**src/rtl/ilk_pkg.sv**
```systemverilog
package ilk_pkg;

  typedef enum logic [2:0] {
    UC_ALU  = 3'd0,
    UC_MEM  = 3'd1,
    UC_FADD = 3'd2,
    UC_MUL  = 3'd3,
    UC_DIV  = 3'd4
  } unitClass_e;

  localparam int STROBE_W = 8;

  // Strobes from control to the countdown datapath
  typedef struct packed {
    logic                loadDest;
    logic                loadDiv;
    logic [STROBE_W-1:0] destIdx;
    logic [STROBE_W-1:0] destLat;
  } ctlStrobe_t;

endpackage

```
**src/rtl/ilk_scoreboard.sv**
```systemverilog
module ilk_scoreboard
  import ilk_pkg::*;
#(
  parameter int REG_COUNT    = 32,
  parameter int ADDR_W       = 5,
  parameter int CNT_W        = 5,
  parameter int DIV_INTERVAL = 25
) (
  input  logic              clk,
  input  logic              rst_n,
  input  ctlStrobe_t        ctl,
  input  logic [ADDR_W-1:0] rs1,
  input  logic [ADDR_W-1:0] rs2,
  input  logic [ADDR_W-1:0] rd,
  output logic              src1Pending,
  output logic              src2Pending,
  output logic [CNT_W-1:0]  destRemain,
  output logic              divBusy
);

  localparam logic [CNT_W-1:0] DIV_RELOAD = CNT_W'(DIV_INTERVAL - 1);

  logic [CNT_W-1:0]  regCnt [REG_COUNT];
  logic [CNT_W-1:0]  divCnt;
  logic [ADDR_W-1:0] loadIdx;
  logic [CNT_W-1:0]  loadLat;

  assign loadIdx = ctl.destIdx[ADDR_W-1:0];
  assign loadLat = ctl.destLat[CNT_W-1:0];

  generate
    for (genvar g = 0; g < REG_COUNT; g++) begin : gRegCnt
      if (g == 0) begin : gZero
        always_ff @(posedge clk) begin
          regCnt[g] <= '0;
        end
      end else begin : gLive
        always_ff @(posedge clk) begin
          if (!rst_n) begin
            regCnt[g] <= '0;
          end else if (ctl.loadDest && (loadIdx == ADDR_W'(g))) begin
            regCnt[g] <= loadLat;
          end else if (regCnt[g] != '0) begin
            regCnt[g] <= regCnt[g] - 1'b1;
          end
        end
      end
    end
  endgenerate

  always_ff @(posedge clk) begin
    if (!rst_n) begin
      divCnt <= '0;
    end else if (ctl.loadDiv) begin
      divCnt <= DIV_RELOAD;
    end else if (divCnt != '0) begin
      divCnt <= divCnt - 1'b1;
    end
  end

  assign src1Pending = (regCnt[rs1] != '0);
  assign src2Pending = (regCnt[rs2] != '0);
  assign destRemain  = regCnt[rd];
  assign divBusy     = (divCnt != '0);

endmodule

```
**src/rtl/ilk_control.sv**
```systemverilog
module ilk_control
  import ilk_pkg::*;
#(
  parameter int ADDR_W   = 5,
  parameter int CNT_W    = 5,
  parameter int LAT_FADD = 3,
  parameter int LAT_MUL  = 6,
  parameter int LAT_DIV  = 24
) (
  input  logic              valid,
  input  logic [2:0]        unitClass,
  input  logic [ADDR_W-1:0] rd,
  input  logic              writesRd,
  input  logic              src1Pending,
  input  logic              src2Pending,
  input  logic [CNT_W-1:0]  destRemain,
  input  logic              divBusy,
  output logic              issue,
  output logic              stall,
  output ctlStrobe_t        ctl
);

  logic [CNT_W-1:0] candLat;
  logic             isDiv;
  logic             destLive;
  logic             rawHaz;
  logic             wawHaz;
  logic             structHaz;
  logic             hazard;

  always_comb begin
    candLat = '0;
    isDiv   = 1'b0;
    case (unitClass_e'(unitClass))
      UC_FADD: candLat = CNT_W'(LAT_FADD);
      UC_MUL:  candLat = CNT_W'(LAT_MUL);
      UC_DIV: begin
        candLat = CNT_W'(LAT_DIV);
        isDiv   = 1'b1;
      end
      default: candLat = '0;
    endcase
  end

  always_comb begin
    destLive  = writesRd && (rd != '0);
    rawHaz    = src1Pending || src2Pending;
    wawHaz    = destLive && (destRemain > candLat);
    structHaz = isDiv && divBusy;
    hazard    = rawHaz || wawHaz || structHaz;
    issue     = valid && !hazard;
    stall     = valid && hazard;
  end

  always_comb begin
    ctl          = '0;
    ctl.loadDest = issue && destLive;
    ctl.loadDiv  = issue && isDiv;
    ctl.destIdx  = STROBE_W'(rd);
    ctl.destLat  = STROBE_W'(candLat);
  end

endmodule

```
**src/rtl/issue_interlock.sv**
```systemverilog
module issue_interlock
  import ilk_pkg::*;
#(
  parameter int REG_COUNT    = 32,
  parameter int LAT_FADD     = 3,
  parameter int LAT_MUL      = 6,
  parameter int LAT_DIV      = 24,
  parameter int DIV_INTERVAL = 25
) (
  input  logic       clk,
  input  logic       rst_n,
  input  logic       valid,
  input  logic [2:0] unitClass,
  input  logic [4:0] rs1,
  input  logic [4:0] rs2,
  input  logic [4:0] rd,
  input  logic       writesRd,
  output logic       issue,
  output logic       stall
);

  localparam int ADDR_W = 5;
  localparam int MAX_V  = (LAT_DIV > DIV_INTERVAL) ? LAT_DIV : DIV_INTERVAL;
  localparam int CNT_W  = $clog2(MAX_V + 1);

  ctlStrobe_t       ctl;
  logic             src1Pending;
  logic             src2Pending;
  logic [CNT_W-1:0] destRemain;
  logic             divBusy;

  ilk_scoreboard #(
    .REG_COUNT    (REG_COUNT),
    .ADDR_W       (ADDR_W),
    .CNT_W        (CNT_W),
    .DIV_INTERVAL (DIV_INTERVAL)
  ) u_dp (
    .clk         (clk),
    .rst_n       (rst_n),
    .ctl         (ctl),
    .rs1         (rs1),
    .rs2         (rs2),
    .rd          (rd),
    .src1Pending (src1Pending),
    .src2Pending (src2Pending),
    .destRemain  (destRemain),
    .divBusy     (divBusy)
  );

  ilk_control #(
    .ADDR_W   (ADDR_W),
    .CNT_W    (CNT_W),
    .LAT_FADD (LAT_FADD),
    .LAT_MUL  (LAT_MUL),
    .LAT_DIV  (LAT_DIV)
  ) u_ctl (
    .valid       (valid),
    .unitClass   (unitClass),
    .rd          (rd),
    .writesRd    (writesRd),
    .src1Pending (src1Pending),
    .src2Pending (src2Pending),
    .destRemain  (destRemain),
    .divBusy     (divBusy),
    .issue       (issue),
    .stall       (stall),
    .ctl         (ctl)
  );

endmodule

```
**config.mk**
```make
export PLATFORM = sky130hd
export DESIGN_NAME = issue_interlock
export DESIGN_NICKNAME = d
export VERILOG_FILES = /design/src/rtl/ilk_pkg.sv /design/src/rtl/ilk_scoreboard.sv /design/src/rtl/ilk_control.sv /design/src/rtl/issue_interlock.sv
export SDC_FILE = /design/constraint.sdc
export NUM_CORES = 1
export LEC_CHECK = 0
export ABC_AREA = 1
export BUFFER_PORTS_ARGS = -buffer_cell sky130_fd_sc_hd__buf_2
export CORE_MARGIN = 1
export CORE_UTILIZATION = 58
export DETAILED_ROUTE_END_ITERATION = 7
export HOLD_SLACK_MARGIN = 0.15
export PLACE_DENSITY = 0.77
export SYNTH_ARGS = -nofsm -noshare
export SYNTH_HDL_FRONTEND = slang
export SYNTH_HIERARCHICAL = 1
export SYNTH_SLANG_ARGS = --single-unit
```
**constraint.sdc**
```tcl
create_clock -name clk -period 3 [get_ports clk]
set_input_delay 0.15 -clock clk [delete_from_list [all_inputs] [get_ports clk]]
set_output_delay 0.15 -clock clk [all_outputs]
set_load 0.1 [all_outputs]
```
==> run metrics, run 1 <==
syn avg cell area 7.15 um^2; YS warnings 6; Routed Antenna Nets 0; Setup TNS Final -61210 ps; via count 14039; worst-path fanout max 4; num rows 52; die width 147 um; Crit path largest cell delay 480 ps; Post-DP HPWL 32.0 mm; commonest cells after routing, fill and taps aside buf_4, nand2_1, inv_1; startpoint types flip-flop; # fillers 1371; HP Class primary input to flip-flop; grt total ovfl 0; hold-critical path depth 5; Post-Route WL 45.7 mm; I/O pin cnt 24; max-slew violations 0; P&R area growth vs syn 34.2%; Die Height 147 um; final core utilization 79.9%; DR iter-0 viols 2055; pwr dens 769 nW/um^2; Worst-Skew Late Latency 440 ps; Slew HR 40.6%; Peak VDD IR 0.500 mV; die area 21500 um^2; violated checks negative setup slack; antenna violations before repair 0; setup ws final -343 ps; crit path DAT 3190 ps; DRT Pass-1 Iters 7; critical path class flip-flop to primary output; worst slew pin tran 892 ps; setup slack, reg-to-reg -320 ps; CP Cell Sequence a21oi_1 -> o21ai_0 -> o211ai_1 -> nand3_1 -> nand3_1 -> nand2_1 -> inv_1 -> ha_1 -> clkinv_1 -> nor3_4 -> buf_4 -> buf_4 -> buf_4 -> nor2_1 -> nand2_2 -> a21boi_2 -> buf_12; PortBufs 23; WHS 244 ps; CP most frequent cell buf_4; final hold vios 0; slowest CP cell edfxtp_1; placed insts 2207; initial core utilization 59.6%; area taken by multi-input logic gates 6730 um^2; GPL Wtd Cong 1.06; Register Area 4750 um^2; CTS root buf clkbuf_16; status complete, but fails checks; Gate Count Post-Synth 1696; fraction of layout cells with a size suffix above 1 29.4%; CTS max path bufs 2; Achievable Freq 299 MHz; Global Route Usage Sum 41.1%; Routed WL per cell 20.1 um; commonest non-fill, non-tap cell in the layout buf_4; Post-Syn Area 12100 um^2; Via-to-Cell Ratio 6.17; Critical Path RT 2850 ps; Synth Net Count 1755; # hold bufs at CTS 0; H-tree depth 4; FF-to-FF path depth 23; TritonCTS clock tree done; skew final 13.9 ps; Setup Viol. Count Final 312; fin crit period 3340 ps; Num CTS Buffers 17; number of remaining DRC errors 0; vias in the first global route 13265; clock sink count 160; ANT cells 0; Final period util 111%; nets 2051; clock-pin slew on the worst setup and hold paths 70 ps; area of the core 20400 um^2; largest net degree at the start of global routing 61; first-pass GRT wire length 68.2 mm; maxcap violations 0; Tot Pwr 12500 uW; CP Capture Type primary output; Final Non-Filler Cells 2275; leakage 0.00738 uW; RSZ-0062 raised after global routing yes
[power breakdown]
part	leakage [uW]	internal, uW	switching, uW	total, uW
registers	0.00172	3440	574	4020
logic	0.00536	2690	3530	6220
clock network	0.000294	1320	964	2290
[cell type report]
| class | count | area share (%) |
|---|---|---|
| Clock buffer | 17 | 2.61 |
| Clock inverter | 15 | 1.12 |
| Inverter | 272 | 6.33 |
| Multi-Input combinational cell | 1198 | 41.3 |
| Sequential cell | 160 | 29.2 |
| Tap cell | 270 | 2.08 |
| Timing Repair Buffer | 343 | 17.3 |
[worst max-delay path: cells and delay by family (launching register included)]
kind	cells	cell delay (ps)
AO/OA/AOI/OAI	4	700
adder cells (fa/ha/maj)	1	220
flip-flops	1	480
AND/OR/NAND/NOR	6	640
buffers and inverters	6	700
[worst paths after layout]
check / start / to
setup / recovery: u_dp/regCnt[27][0] / stall
hold / removal: valid / u_dp/divCnt[4]
setup reg to reg: u_dp/regCnt[28][0] / u_dp/regCnt[18][4]
hold reg to reg: u_dp/divCnt[0] / u_dp/divCnt[0]
[repair_timing]
| item | CTS | global route |
|---|---|---|
| endpoints found under the setup margin | 312 | 312 |
| gates cloned | 1 | 2 |
| gates resized for setup | 142 | 163 |
| pin swaps | 21 | 30 |
| buffers inserted | 18 | 15 |
[flip-flops by register name (all words and copies together), names as in the netlist]
| register | cells |
|---|---|
| u_dp/regCnt | 155 |
| u_dp/divCnt | 5 |
[routing by layer]
layer	up-vias	track usage, %	wire length [um]
met4	0	23.0	3000
met3	287	8.41	5820
met1	6334	52.4	16300
met5	-	0	0
met2	1107	65.3	20600
li1	6311	-	-
[metrics by stage]
stage,setup WS (ps),area [um^2]
2_1_floorplan,-16.5,12100
3_3_place_gp,-397,14600
3_5_place_dp,-493,14600
4_1_cts,-80.9,15700
5_1_grt,-518,16300
6_report,-343,16300
(Power assumes the default switching activity.)
==> inputs of run 2 (changes only) <==
Settings changed: CORE_MARGIN 1 to not set, SKIP_CTS_REPAIR_TIMING set to 1.
==> run metrics, run 2 (synthesis gave the netlist of run 1 again) <==
status complete, but fails checks; violated checks negative setup slack; worst-path fanout max 7; DR iter-0 viols 2008; Routed WL per cell 20.1 um; Final period util 110%; CP Capture Type flip-flop; largest net degree at the start of global routing 61; crit path DAT 3460 ps; Peak VDD IR 0.477 mV; critical path class flip-flop to flip-flop; # fillers 1378; fraction of layout cells with a size suffix above 1 28.6%; Die Height 147 um; GPL Wtd Cong 1.06; CTS max path bufs 2; Setup TNS Final -61740 ps; HP Class primary input to flip-flop; startpoint types flip-flop; Critical Path RT 3160 ps; area of the core 20400 um^2; Tot Pwr 12400 uW; RSZ-0062 raised after global routing yes; PortBufs 23; maxcap violations 0; max FFs per register 155; Reg with most FFs u_dp/regCnt; max-slew violations 0; num rows 52; number of remaining DRC errors 0; Setup Viol. Count Final 312; setup ws final -297 ps; ANT cells 0; fin crit period 3300 ps; commonest cells after routing, fill and taps aside buf_4, nand2_1, inv_1; CTS root buf clkbuf_16; clock-pin slew on the worst setup and hold paths 70 ps; commonest non-fill, non-tap cell in the layout buf_4; biggest regs u_dp/regCnt (155), u_dp/divCnt (5); vias in the first global route 12868; die width 147 um; skew final 13.5 ps; final hold vios 0; Post-DP HPWL 32.0 mm; die area 21500 um^2; Achievable Freq 303 MHz; Slew HR 40.6%; nets 2046; pwr dens 769 nW/um^2; H-tree depth 4; Global Route Usage Sum 39.7%; Num CTS Buffers 17; Post-Route WL 45.6 mm; DRT Pass-1 Iters 8; Routed Antenna Nets 0; clock sink count 160; leakage 0.00737 uW; P&R area growth vs syn 33.4%; Worst-Skew Late Latency 440 ps; antenna violations before repair 0; grt total ovfl 0; first-pass GRT wire length 66.0 mm; initial core utilization 59.6%; Via-to-Cell Ratio 6.15; via count 13961; TritonCTS clock tree done; worst slew pin tran 889 ps; I/O pin cnt 24
[run 2: cell count changes in the layout (fill, tap and decap cells not counted), sizes merged]
cell,before,now
buf,341,334
clkbuf,19,21
[run 2: path summary, 6_finish.rpt]
check                                          end  slack, ps         startpoint  cells after the start
worst max-delay path            u_dp/regCnt[13][3]       -300  u_dp/regCnt[9][3]                     23
worst max register to register  u_dp/regCnt[13][3]       -300  u_dp/regCnt[9][3]                     23
worst min-delay path                u_dp/divCnt[4]        230              valid                      5
worst min register to register      u_dp/divCnt[0]        500     u_dp/divCnt[0]                      2
[run 2: cell type report]
cell class	count	area (um^2)	area share, %
clock buffer	17	425	2.63
tap	270	338	2.09
timing repair buffer	338	2780	17.2
multi-input combinational	1198	6680	41.3
clock inverter	15	183	1.13
inverter	272	1030	6.35
sequential	160	4750	29.4
[run 2: critical path, cell delays in order (launching register included)]
cell and delay (ps):
edfxtp_1 410, buf_4 170, nor2_1 210, nand2_1 140, a21oi_1 150, nand4_1 100, nand3_1 110, nand2_1 70
nor2_1 110, nor2_1 60, nor2_2 160, nand2_1 90, inv_2 90, nand4_1 100, inv_2 80, inv_2 40
nor2_4 200, buf_6 140, clkbuf_16 160, a21oi_4 70, o21ai_2 120, inv_1 80, nand2_1 50, o21ai_0 80
[run 2: per-layer routing]
layer	routed length [um]	GRT usage, %
met5	0	0
met4	2880	23.0
met3	5730	7.38
met2	20500	63.1
met1	16500	50.7
[run 2: per-stage QoR]
stage	hold slack, ps	cell area, um^2	setup slack (ps)	util (%)	instances
floorplan	441	12100	-16.5	-	1696
finish	227	16200	-297	79.5	2270
detailed placement	492	14600	-493	71.7	2207
global route	253	16200	-442	79.5	2270
CTS	212	15200	-362	74.7	2239
global placement	486	14600	-397	71.7	2207
[run 2: where the power goes]
group	leakage [uW]	internal [uW]	switching (uW)
registers	0.00172	3440	585
clock network	0.000294	1320	975
logic	0.00536	2640	3490
